==> src/rtl/isk_pkg.sv <==
package isk_pkg;
  localparam int unsigned ISK_KEY_W       = 128;
  localparam int unsigned ISK_WORD_W      = 16;
  localparam int unsigned ISK_ROT_BITS    = 25;
  localparam int unsigned ISK_NUM_SUBKEYS = 52;

  typedef struct packed {
    logic fire;
    logic rotate;
  } isk_evt_t;
endpackage

==> src/rtl/isk_sequencer.sv <==
module isk_sequencer
  import isk_pkg::*;
#(
  parameter int unsigned NUM_SK = ISK_NUM_SUBKEYS,
  parameter int unsigned WORDS  = ISK_KEY_W / ISK_WORD_W,
  localparam int unsigned IDX_W  = $clog2(NUM_SK),
  localparam int unsigned SLOT_W = $clog2(WORDS)
) (
  input  logic              clk_i,
  input  logic              rst_ni,
  input  logic              load_i,
  input  logic              ready_i,
  output logic              valid_o,
  output logic              done_o,
  output logic [IDX_W-1:0]  idx_o,
  output logic [SLOT_W-1:0] slot_o,
  output isk_evt_t          evt_o
);
  logic              valid_q, done_q;
  logic [IDX_W-1:0]  idx_q;
  logic [SLOT_W-1:0] slot_q;
  logic              last_idx, last_slot;

  // One subkey leaves per handshake; a load in the same cycle wins.
  assign last_idx    = (idx_q == IDX_W'(NUM_SK - 1));
  assign last_slot   = (slot_q == SLOT_W'(WORDS - 1));
  assign evt_o.fire   = valid_q & ready_i & ~load_i;
  assign evt_o.rotate = evt_o.fire & last_slot & ~last_idx;

  always_ff @(posedge clk_i or negedge rst_ni) begin
    if (!rst_ni) begin
      valid_q <= 1'b0;
      done_q  <= 1'b0;
      idx_q   <= '0;
      slot_q  <= '0;
    end else if (load_i) begin
      valid_q <= 1'b1;
      done_q  <= 1'b0;
      idx_q   <= '0;
      slot_q  <= '0;
    end else if (evt_o.fire) begin
      if (last_idx) begin
        valid_q <= 1'b0;
        done_q  <= 1'b1;
      end else begin
        idx_q  <= idx_q + 1'b1;
        slot_q <= last_slot ? '0 : slot_q + 1'b1;
      end
    end
  end

  assign valid_o = valid_q;
  assign done_o  = done_q;
  assign idx_o   = idx_q;
  assign slot_o  = slot_q;
endmodule

==> src/rtl/isk_keyreg.sv <==
module isk_keyreg
  import isk_pkg::*;
#(
  parameter int unsigned KEY_W    = ISK_KEY_W,
  parameter int unsigned ROT_BITS = ISK_ROT_BITS,
  localparam int unsigned ROT_EFF = ROT_BITS % KEY_W
) (
  input  logic             clk_i,
  input  logic             rst_ni,
  input  logic             load_i,
  input  logic [KEY_W-1:0] key_i,
  input  logic             rotate_i,
  output logic [KEY_W-1:0] key_o
);
  logic [KEY_W-1:0] key_q, key_rot;

  generate
    if (ROT_EFF == 0) begin : g_no_rot
      assign key_rot = key_q;
    end else begin : g_rot
      assign key_rot = {key_q[KEY_W-ROT_EFF-1:0], key_q[KEY_W-1:KEY_W-ROT_EFF]};
    end
  endgenerate

  always_ff @(posedge clk_i or negedge rst_ni) begin
    if (!rst_ni)       key_q <= '0;
    else if (load_i)   key_q <= key_i;
    else if (rotate_i) key_q <= key_rot;
  end

  assign key_o = key_q;
endmodule

==> src/rtl/isk_slicer.sv <==
module isk_slicer
  import isk_pkg::*;
#(
  parameter int unsigned KEY_W  = ISK_KEY_W,
  parameter int unsigned WORD_W = ISK_WORD_W,
  localparam int unsigned WORDS  = KEY_W / WORD_W,
  localparam int unsigned SLOT_W = $clog2(WORDS)
) (
  input  logic [KEY_W-1:0]  key_i,
  input  logic [SLOT_W-1:0] slot_i,
  output logic [WORD_W-1:0] word_o
);
  logic [WORD_W-1:0] words [WORDS];

  // Slot 0 is the most significant word.
  for (genvar j = 0; j < WORDS; j++) begin : g_word
    assign words[j] = key_i[KEY_W-1-j*WORD_W -: WORD_W];
  end

  always_comb begin
    word_o = words[0];
    for (int j = 0; j < WORDS; j++) begin
      if (slot_i == SLOT_W'(j)) word_o = words[j];
    end
  end
endmodule

==> src/rtl/idea_subkey_gen.sv <==
module idea_subkey_gen
  import isk_pkg::*;
#(
  parameter int unsigned KEY_W       = ISK_KEY_W,
  parameter int unsigned WORD_W      = ISK_WORD_W,
  parameter int unsigned ROT_BITS    = ISK_ROT_BITS,
  parameter int unsigned NUM_SUBKEYS = ISK_NUM_SUBKEYS,
  localparam int unsigned WORDS  = KEY_W / WORD_W,
  localparam int unsigned IDX_W  = $clog2(NUM_SUBKEYS),
  localparam int unsigned SLOT_W = $clog2(WORDS)
) (
  input  logic              clk_i,
  input  logic              rst_ni,
  input  logic              load_i,
  input  logic [KEY_W-1:0]  key_i,
  output logic              sk_valid_o,
  input  logic              sk_ready_i,
  output logic [WORD_W-1:0] sk_data_o,
  output logic [IDX_W-1:0]  sk_index_o,
  output logic              done_o
);
  logic [SLOT_W-1:0] slot;
  logic [KEY_W-1:0]  key_cur;
  isk_evt_t          evt;

  isk_sequencer #(.NUM_SK(NUM_SUBKEYS), .WORDS(WORDS)) u_seq (
    .clk_i   (clk_i),
    .rst_ni  (rst_ni),
    .load_i  (load_i),
    .ready_i (sk_ready_i),
    .valid_o (sk_valid_o),
    .done_o  (done_o),
    .idx_o   (sk_index_o),
    .slot_o  (slot),
    .evt_o   (evt)
  );

  isk_keyreg #(.KEY_W(KEY_W), .ROT_BITS(ROT_BITS)) u_key (
    .clk_i    (clk_i),
    .rst_ni   (rst_ni),
    .load_i   (load_i),
    .key_i    (key_i),
    .rotate_i (evt.rotate),
    .key_o    (key_cur)
  );

  isk_slicer #(.KEY_W(KEY_W), .WORD_W(WORD_W)) u_slice (
    .key_i  (key_cur),
    .slot_i (slot),
    .word_o (sk_data_o)
  );
endmodule

==> config.mk <==
export PLATFORM = sky130hd
export DESIGN_NAME = idea_subkey_gen
export DESIGN_NICKNAME = d
export VERILOG_FILES = /design/src/rtl/isk_pkg.sv /design/src/rtl/isk_sequencer.sv /design/src/rtl/isk_keyreg.sv /design/src/rtl/isk_slicer.sv /design/src/rtl/idea_subkey_gen.sv
export SDC_FILE = /design/constraint.sdc
export NUM_CORES = 1
export LEC_CHECK = 0
export BUFFER_PORTS_ARGS = -buffer_cell sky130_fd_sc_hd__buf_2
export CAP_MARGIN = 10
export CELL_PAD_IN_SITES_DETAIL_PLACEMENT = 1
export CELL_PAD_IN_SITES_GLOBAL_PLACEMENT = 1
export CORE_UTILIZATION = 45
export DETAILED_ROUTE_END_ITERATION = 10
export GPL_TIMING_DRIVEN = 0
export PLACE_DENSITY_LB_ADDON = 0.15
export RECOVER_POWER = 100
export SYNTH_ARGS = -nofsm -noshare
export SYNTH_HDL_FRONTEND = slang
export SYNTH_SLANG_ARGS = --single-unit
==> constraint.sdc <==
create_clock -name clk_i -period 4.63 [get_ports clk_i]
set_clock_uncertainty 0.2 [all_clocks]
set_input_delay 0.926 -clock clk_i [delete_from_list [all_inputs] [get_ports clk_i]]
set_output_delay 0.926 -clock clk_i [all_outputs]
set_load 0.02 [all_outputs]
**After elaboration in Yosys (flattened, before gate mapping)**

Cells that the tools add are included.

- Flip-flop bits (word level): 139
- Input port bits: 132
- Output and inout port bits: 24

- Add/subtract/negate cells: 2
- Equality and inequality tests: 9
- Multiplexer cells: 22
- Bitwise logic cells: 6
- Reductions and logical operators: 5

Operators by type and width:

| operator | count |
|---|---|
| two-way mux 128 bit | 2 |
| two-way mux 16 bit | 7 |
| two-way mux 6 bit | 3 |
| equality test 3 bit, second input constant | 4 |
| two-way mux 3 bit | 4 |
| adder 6 x 1 -> 6 bit, second input constant | 1 |
| equality test 3 x 2 -> 1 bit, second input constant | 2 |
| equality test 6 bit, second input constant | 1 |
| two-way mux 1 bit | 6 |
| nonzero test 2 bit | 3 |
| AND 1 bit | 4 |
| AND reduction 2 bit | 2 |
| adder 3 x 1 -> 3 bit, second input constant | 1 |
| equality test 3 x 1 -> 1 bit, second input constant | 1 |
| != test 2 bit, second input constant | 1 |
| inverter 1 bit | 2 |

**Longest topological paths before layout**

Gate-level depths: netlist of run 1.

- Depth after elaboration: 8
- Depth in mapped cells: 9
- Depth with buffers taken out: 6

**Cells and area by module**

From an unflattened synthesis of run 1, not the netlist that was laid out.

- Cell total of the unflattened synthesis: 760
- Area, all modules: 7748.7 um^2

Modules (own cells, without submodules):

| module | times used | cells an instance | area each (um^2) | seq. area each (um^2) |
|---|---|---|---|---|
| isk_keyreg | 1 | 554 | 5947.0 | 3203.1 |
| isk_slicer | 1 | 148 | 1198.6 | 0.0 |
| isk_sequencer | 1 | 58 | 603.1 | 275.3 |

**Worst setup path after synthesis of run 1**

No wires, ideal clock.

- Path type: register to output
- Start: reg u_seq.slot_q[0] (netlist: u_seq.slot_o[0])
- End: out sk_data_o[10]
- Arrival: 1.985 ns
- Data required time: 3.504 ns
- Slack: 1.519 ns
- Stages on the path, launching flop included: 9
- Path buffers: 2
- Path through: dfrtp_1 -> ha_1 -> ha_1 -> clkbuf_2 -> a21oi_2 -> buf_2 -> o21a_1 -> o2111ai_1 -> o221ai_1

- Longest elaborated chain between the ends: 8

Ends and longest elaborated chain:

| what | RTL line | text |
|---|---|---|
| start, declared | isk_sequencer.sv:21 | `logic [SLOT_W-1:0] slot_q;` |
| start signal, assigned | isk_sequencer.sv:47 | `slot_q <= last_slot ? '0 : slot_q + 1'b1;` |
| equality test 3 x 1 -> 1 bit | isk_slicer.sv:23 | `if (slot_i == SLOT_W'(j)) word_o = words[j];` |
| two-way mux 16 bit (6 in a row) | isk_slicer.sv:23 |  |
| two-way mux 16 bit * | isk_slicer.sv:23 |  |
| end, declared | idea_subkey_gen.sv:18 | `output logic [WORD_W-1:0] sk_data_o,` |

Mark *: on every way between the ends. The rest lies on a longest branch, timed or not.

**Final worst setup path of run 1**

- Start: reg u_seq.slot_q[0] (netlist: u_seq.slot_o[0])
- End: out sk_data_o[6]

Same word-level chain as after synthesis.

==> results.md, run 1 <==
- Hold-fix buffer count after cts: 0
- Post-layout net count: around 1300
- Critical path data arrival time: 3.20 ns
- Post-Synthesis Cell Area: 0.00813 sq mm
- Share of the clock period used by the worst path: 0.935
- First-pass GRT wire length: 47800 um
- Worst Max-Slew Pin Slew: about 3.2 ns
- Row cnt: 48
- Setup-violating endpoint count in the final report: 0
- Compound-Gate Fraction of Synth Area: 0.250
- Top metal layer carrying routed signals: met4
- DRC marker count from the first detailed-route iteration: 668
- Number of global-route vias before repair: 8002
- Share of flip-flops with an asynchronous set or reset: 1.00
- Number of enable flip-flop cells after synthesis: 0
- Insertion delay to the later sink of the worst-skew pair: 0.45 ns
- Source of the critical timing path: u_seq.slot_o[0]
- Post-route minimum period: 4.33 ns
- Number of endpoints with negative hold slack in the final report: 0
- Pleak: 0.00431 uW
- Power density normalized to cell area: 368 mW/mm^2
- Multiplexer share of the synthesized area: 0.00246
- Final Instance Area: a little under 0.01 sq mm
- Clk buf depth: 2
- Count leader, synth: sky130_fd_sc_hd__a21oi_1
- Synthesized instance count: 950
- DRC violations left: 0
- Detailed-routed wire length on met2: 15200 um
- Critical Path Sink: sk_data_o[6]
- Worst hold path type: register to register
- Final wirelength: roughly 32000 um
- Post-Layout Cell Count: between 1000 and 1500
- Slack of the worst reg-to-reg path: 1.27 ns
- Failing checks: capacitance limit, slew limit
- CTS Root Cell: sky130_fd_sc_hd__clkbuf_16
- Number of library cell types mapped by synthesis: 38
- GRT Residual Overflow: 0
- Area occupied by registers: approximately 0.0035 sq mm
- Cts bufs inserted: 17
- Share of final-layout standard cells stronger than drive strength 1: 0.191
- Category of the critical setup timing path: register to output port
- Reg2Reg Launch Point: u_seq.slot_o[0]
- Met3 wire len: 1890 um
- VDD IR-drop max: 0.243 mV
- Final weighted congestion in routability-driven placement: 0.978
- Post-synth top cells: sky130_fd_sc_hd__a21oi_1 (241), sky130_fd_sc_hd__nand2_1 (150), sky130_fd_sc_hd__nor2b_1 (145)
- Count of final max-slew check failures: 55
- Max-slew headroom at the worst pin: -1.12
- Fraction of post-synthesis cell area in the top cell type by area: 0.428
- Synthesized-area fraction occupied by adder cells: 0.0108
- Count of pins on the block boundary: 156
- Yosys Warn Count: 0
- Cell taking the most area after synthesis: sky130_fd_sc_hd__dfrtp_1
- Simple-gate share of the synthesized area: 0.231
- Synth top area cells: sky130_fd_sc_hd__dfrtp_1 (43%), sky130_fd_sc_hd__a21oi_1 (15%), sky130_fd_sc_hd__nor2b_1 (11%)
- Sum of negative setup slack: 0 ns
- Core Footprint: 0.0175 sq mm
- Pin count of the biggest net entering global routing: 86
- Antenna diodes: 0
- Post-Syn Nets: 1089
- Number of input and output port buffers inserted: 154
- Via density per instance: ~6
- Worst-path fanout max: 10
- Clock Sinks: 139
- Effective utilization at floorplan: 0.465
- Part of the Yosys area used for sequential elements: 0.428
- Residual antenna-violating net count after detailed routing: 0
- Count of maximum capacitance violations: 1
- Number of gates resized after CTS: 0
- Number of synthesized register bits: ~140
- Multi-input combinational cell area: 0.00405 sq mm
- Count of H-tree levels built during CTS: 4
- Top FF cell, synth: sky130_fd_sc_hd__dfrtp_1
- Initial antenna violation count: 0
- Height of the die: 136 um
- Worst setup EP type: output port
- Post-Synth XOR/XNOR Area: 0.00539
- Worst r2r path cells: 9
- Placed wire-length estimate after detailed placement: 24800 um
- Average detailed-routed wire length per instance: between 20 and 25 um
- Worst r2r dst: u_key.key_o[54]
- Inst Count DP: ~1300
- TritonCTS clock tree: done
- Chip width: around 140 um
- Fmax: 0.231 GHz
- Cell Area, Placed: 0.00922 sq mm
- Growth of design area from synthesis to finish: 18.5%
- Avg Inst Size Synth: 8.56 sq um
- Crit start category: register
- Unrepaired setup endpoints after global routing: no
- Run status: finished with violations
- Floorplan die area: 0.0186 sq mm
- Count of fill cells added during filler insertion: 2189
- Overall routing resource usage: 0.362
- Length of routed wiring on met1: 13900 um
- Post-CTS Setup Repair Bufs: 0
- Combinational family with the most area after synthesis: compound AO/OA/AOI/OAI gates
- Clock transition at path regs: 0.07 ns
- Drt first pass iters: 5
- Critical path required time: between 3 and 4 ns
- Detailed-route via count: 8057
[layout make-up]
cell class                      count  share of cell area
Buffer                             82              0.0442
Timing Repair Buffer              155              0.0800
Clock buffer                       19              0.0470
Tap cell                          225              0.0292
Inverter                            4             0.00156
Clock inverter                     13              0.0170
Sequential cell                   139               0.361
Multi-Input combinational cell    725               0.420
[sequential cells by signal, indices dropped and copies added (netlist names)]
| register | flops |
|---|---|
| u_seq.done_o | 1 |
| u_seq.valid_o | 1 |
| u_key.key_o | 128 |
| u_seq.idx_o | 6 |
| u_seq.slot_o | 3 |
[worst min path at each step]
stage | start | endpoint | slack [ns] | depth (start not counted)
after floorplan | u_key.key_o[64] | u_key.key_o[64] | 0.31 | 2
final | u_seq.done_o | u_seq.done_o | 0.31 | 2
after global routing | u_key.key_o[81] | u_key.key_o[81] | 0.37 | 2
after detailed placement | u_seq.done_o | u_seq.done_o | 0.30 | 2
after global placement | u_seq.done_o | u_seq.done_o | 0.29 | 2
after CTS | rst_ni | u_key.key_o[65] | 0.26 | 1
[placed cells by master (no fill, tap or decap), types with 4 or more instances in the layout]
cell / n
sky130_fd_sc_hd__a21oi_1: 244
sky130_fd_sc_hd__buf_2: 150
sky130_fd_sc_hd__nand2_1: 150
sky130_fd_sc_hd__nor2b_1: 145
sky130_fd_sc_hd__dfrtp_1: 139
sky130_fd_sc_hd__clkbuf_1: 70
sky130_fd_sc_hd__nor2_1: 28
sky130_fd_sc_hd__clkbuf_16: 17
sky130_fd_sc_hd__a22oi_1: 16
sky130_fd_sc_hd__nand3b_1: 16
sky130_fd_sc_hd__o21a_1: 16
sky130_fd_sc_hd__nor3b_1: 16
sky130_fd_sc_hd__o21ai_0: 16
sky130_fd_sc_hd__o2111ai_1: 16
sky130_fd_sc_hd__o221ai_1: 16
sky130_fd_sc_hd__a21oi_2: 15
sky130_fd_sc_hd__buf_6: 11
sky130_fd_sc_hd__ha_1: 7
sky130_fd_sc_hd__inv_1: 4
sky130_fd_sc_hd__xnor2_1: 4
[cell families after synthesis]
family / Yosys count
compound gates: 346
buf+inv: 86
simple gates: 365
mux: 2
flops: 139
xor+xnor: 5
fa+ha+maj: 7
[metrics by stage]
step,utilization,hold slack (ns),setup slack [ns],power [uW]
final,0.551,0.310,0.299,3550
after global routing,0.551,0.374,0.155,3640
after CTS,0.563,0.262,0.399,3550
after detailed placement,0.527,0.300,0.866,2090
after global placement,0.525,0.286,0.328,2070
after floorplan,-,0.306,1.52,1770
[critical path, stage by stage (launching register included)]
cell and delay (ns):
sky130_fd_sc_hd__dfrtp_1 0.43, sky130_fd_sc_hd__ha_1 0.24, sky130_fd_sc_hd__ha_1 0.18, sky130_fd_sc_hd__clkbuf_1 0.24, sky130_fd_sc_hd__a21oi_1 0.47, sky130_fd_sc_hd__buf_2 0.30
sky130_fd_sc_hd__o21a_1 0.15, sky130_fd_sc_hd__o2111ai_1 0.17, sky130_fd_sc_hd__o221ai_1 0.30, sky130_fd_sc_hd__clkbuf_1 0.27
[per-layer routing]
metal	global-route usage	up-vias
met4	0.162	0
li1	-	3628
met2	0.584	338
met3	0.0552	74
met1	0.479	4017
met5	0	-
[where the power goes]
| part | internal, uW | switching (uW) | leakage, uW | total, uW |
|---|---|---|---|---|
| Sequential | 1320 | 172 | 0.00157 | 1490 |
| Combinational | 228 | 364 | 0.00244 | 591 |
| Clock | 879 | 585 | 0.000300 | 1460 |
Power figures use the tool's default switching activity.
==> run 2, diff against run 1 <==
CORE_UTILIZATION = 46   (was 45)
SYNTH_HIERARCHICAL = 1   (was default)
==> run 2 against run 1 <==
Compared with the run above:
- the run still ends with capacitance limit, slew limit left
- hold slack improved by 0.013 ns
- die area fell by 6.7%
- synthesized cell count fell by 20%
- area after synthesis fell by 4.7%
- sequential power barely moved
- utilization rose by 0.64 points
- design area fell by 4.4%
- non-clock buffer count fell by 20
- combinational power fell by 10%
- cell count fell by 14%
- critical endpoint is now sk_data_o[4]
- largest cell class unchanged
- largest power group unchanged
==> results.md, run 2 <==
- Run status: finished with violations
- Failing checks: capacitance limit, slew limit
- P_sw: 1050 uW (-5.9%)
- Pleak: 0.00379 uW (-12%)
- Setup-violating endpoint count in the final report: 0 (unchanged)
- CTS Root Cell: sky130_fd_sc_hd__clkbuf_16
- Fraction of post-synthesis cell area in the top cell type by area: 0.449 (+0.0211)
- Yosys Warn Count: 6 (+6)
- VDD IR-drop max: 0.258 mV (+6.3%)
- Clock transition at path regs: 0.06 ns (about the same)
- Critical path required time: 3.50 ns (about the same)
- Clk buf depth: 2 (unchanged)
- Worst hold path type: register to register
- Leading cell types in the layout, fill and taps excluded: sky130_fd_sc_hd__mux2i_1 (146), sky130_fd_sc_hd__buf_2 (142), sky130_fd_sc_hd__nand2_1 (140)
- Most frequent standard cell in the layout excluding fill and tap cells: sky130_fd_sc_hd__mux2i_1
- Core Footprint: 0.0165 sq mm (-5.4%)
- Pre-CTS setup slack: 1.59 ns (+0.721 ns)
- Post-Synthesis Cell Area: 0.00775 sq mm (-4.7%)
- Final weighted congestion in routability-driven placement: 1.03 (+5.5%)
- Worst r2r path cells: 7 (-2)
- TritonCTS clock tree: done
- Count of H-tree levels built during CTS: 4 (unchanged)
- Effective utilization at floorplan: 0.469 (+0.00364)
- Max-slew headroom at the worst pin: -0.449 (+0.669)
- Worst setup EP type: output port
- Drt first pass iters: 5 (unchanged)
- Critical path data arrival time: 2.79 ns (-0.41 ns)
- Number of endpoints with negative hold slack in the final report: 0 (unchanged)
- Insertion delay to the later sink of the worst-skew pair: 0.43 ns (-0.02 ns)
- Cell taking the most area after synthesis: sky130_fd_sc_hd__dfrtp_1
- Part of the Yosys area used for sequential elements: 0.449 (+0.0211)
- Residual antenna-violating net count after detailed routing: 0 (unchanged)
- Worst r2r dst: u_key/key_o[105]
- DRC marker count from the first detailed-route iteration: 607 (-9.1%)
- Area occupied by registers: 0.00348 sq mm (unchanged)
- Floorplan die area: 0.0174 sq mm (-6.7%)
- Growth of design area from synthesis to finish: 18.9%
- Clock Sinks: 139 (unchanged)
- Number of synthesized register bits: 139 (unchanged)
- Slack of the worst reg-to-reg path: 1.11 ns (-0.16 ns)
- Final wirelength: 30500 um (-5.4%)
- Count of final max-slew check failures: 81 (+47%)
- CP max stage cell: sky130_fd_sc_hd__clkbuf_1
- First-pass GRT wire length: 45800 um (-4.2%)
- Post-route minimum period: 3.91 ns (-0.417 ns)
- Post-layout net count: 1070 (-15%)
- Initial antenna violation count: 2 (+2)
- Final Instance Area: 0.00922 sq mm (-4.4%)
- Pin count of the biggest net entering global routing: 82 (-4.7%)
- Reg2Reg Launch Point: u_seq/slot_o[1]
- Multi-input combinational cell area: 0.00378 sq mm (-6.6%)
- Top FF cell, synth: sky130_fd_sc_hd__dfrtp_1
- Clock network fraction of total power: 0.419 (+0.006)
- Worst-path fanout max: 10 (unchanged)
- Cell Area, Placed: 0.00883 sq mm (-4.2%)
- Count of maximum capacitance violations: 1 (unchanged)
- Smallest setup slack after layout: 0.717 ns (+0.417 ns)
- Hold-critical path depth: 2 (unchanged)
- Library cell appearing most often on the critical path: sky130_fd_sc_hd__clkbuf_1
- Post-CTS Setup Repair Bufs: 0 (unchanged)
- Sw Ratio: 0.304 (-0.0114)
- Via density per instance: 5.97 (+0.95%)
- Post-route core utilization: 0.558 (+0.00640)
- Critical hold path startpoint: u_seq/done_o
- Sequential cell fraction of total power: 0.428 (+0.007)
- Detailed-route via count: 6975 (-13%)
- Crit start category: register
- Avg Inst Size Synth: 10.2 sq um (+19%)
- Max incr delay on CP: 0.56 ns (+0.09 ns)
- Number of gates resized after CTS: 0 (unchanged)
- Average detailed-routed wire length per instance: 26.1 um (+10%)
- Share of the clock period used by the worst path: 0.845 (-0.0902)
- Height of the die: 132 um (-3.4%)
- Fmax: 0.256 GHz (+11%)
- Post-synth top cells: sky130_fd_sc_hd__mux2i_1 (146), sky130_fd_sc_hd__dfrtp_1 (139), sky130_fd_sc_hd__nand2_1 (139)
- Endpoint of the worst hold-timing path: u_seq/done_o
- Number of library cell types mapped by synthesis: 43 (+13%)
- Synth top area cells: sky130_fd_sc_hd__dfrtp_1 (45%), sky130_fd_sc_hd__mux2i_1 (19%), sky130_fd_sc_hd__o21ai_1 (8.1%)
- Share of flip-flops with an asynchronous set or reset: 1.00 (unchanged)
- Count of pins on the block boundary: 156 (unchanged)
- Chip width: 132 um (-3.4%)
- Worst Max-Slew Pin Slew: 2.17 ns (-1.00 ns)
- Number of input and output port buffers inserted: 155 (+0.65%)
- Hold-fix buffer count after cts: 0 (unchanged)
- Number of flip-flops in the largest register: 128 (unchanged)
- Combinational share of power: 0.154 (-0.013)
- Cells along the critical path: clkbuf_1, buf_6, buf_4, a22oi_1, a221o_1, a21oi_1, clkbuf_1
- Unrepaired setup endpoints after global routing: no
- Number of enable flip-flop cells after synthesis: 0 (unchanged)
- Cts bufs inserted: 17 (unchanged)
- Power density normalized to cell area: 376 mW/mm^2 (+2.1%)
- Design internal power: 2410 uW (-0.73%)
- Category of the critical setup timing path: register to output port
- DRC violations left: 0 (unchanged)
- Antenna diodes: 0 (unchanged)
- Sum of negative setup slack: 0 ns (unchanged)
- Synthesized instance count: 760 (-20%)
- Share of final-layout standard cells stronger than drive strength 1: 0.216 (+0.0254)
- Count leader, synth: sky130_fd_sc_hd__mux2i_1
- GRT Residual Overflow: 0 (unchanged)
- Overall routing resource usage: 0.364 (+0.00136)
- Count of fill cells added during filler insertion: 1928 (-12%)
- Row cnt: 47 (-2.1%)
- Post-Syn Nets: 895 (-18%)
- Placed wire-length estimate after detailed placement: 23400 um (-5.7%)
- Number of global-route vias before repair: 7254 (-9.3%)
run 2: routing by layer:
| metal | share of wire | up-vias | GRT usage | wire length, um |
|---|---|---|---|---|
| met4 | 0.035 | 4 | 0.139 | 1070 |
| met5 | 0.00088 | - | 0 | 27 |
| met3 | 0.076 | 70 | 0.0711 | 2310 |
| met1 | 0.42 | 3489 | 0.482 | 12900 |
| met2 | 0.47 | 343 | 0.589 | 14300 |
| li1 | - | 3069 | - | - |
run 2: layout make-up:
cell class | count | area share
multi-input combinational | 559 | 0.410
sequential | 139 | 0.377
timing repair buffer | 156 | 0.0843
clock buffer | 18 | 0.0477
buffer | 61 | 0.0301
tap | 220 | 0.0299
clock inverter | 14 | 0.0198
inverter | 1 | 0.000407
run 2: how the worst max path moves through the flow:
stage                                from  slack (ns)        endpoint  cells after the start
after floorplan           u_seq/slot_o[0]        1.94    sk_data_o[2]                      5
after global placement             rst_ni        0.55  u_key/key_o[9]                      1
after detailed placement  u_seq/slot_o[2]        1.59    sk_data_o[4]                      6
after CTS                 u_seq/slot_o[2]        1.13    sk_data_o[4]                      6
after global routing      u_seq/slot_o[0]        0.62   sk_data_o[13]                      7
final                     u_seq/slot_o[0]        0.72    sk_data_o[4]                      7
run 2: through the flow:
stage | cells | hold slack (ns) | power, uW
after global routing | 1168 | 0.344 | 3570
after floorplan | 760 | 0.330 | 1730
after detailed placement | 1136 | 0.320 | 2040
after CTS | 1168 | 0.336 | 3490
after global placement | 1135 | 0.281 | 2010
final | 1168 | 0.323 | 3460
run 2: worst max-delay path, delay by kind of cell (launching register included):
family | cells | cell delay [ns]
AO/OA/AOI/OAI | 3 | 0.69
buffers and inverters | 4 | 1.27
flip-flops | 1 | 0.39
run 2: kinds of logic after synthesis:
family / share of synthesized area
AOI/OAI and AO/OA: 0.148
and+or+nand+nor: 0.106
DFF: 0.449
adders and majority gates: 0.00484
buffers and inverters: 0.0607
muxes: 0.231
run 2: power by group through the flow:
stage / registers, uW / logic, uW / clock network [uW]
after CTS: 1470 / 549 / 1460
after detailed placement: 1490 / 544 / 0
final: 1480 / 532 / 1450
after global placement: 1490 / 522 / 0
after global routing: 1480 / 574 / 1510
after floorplan: 1400 / 329 / 0
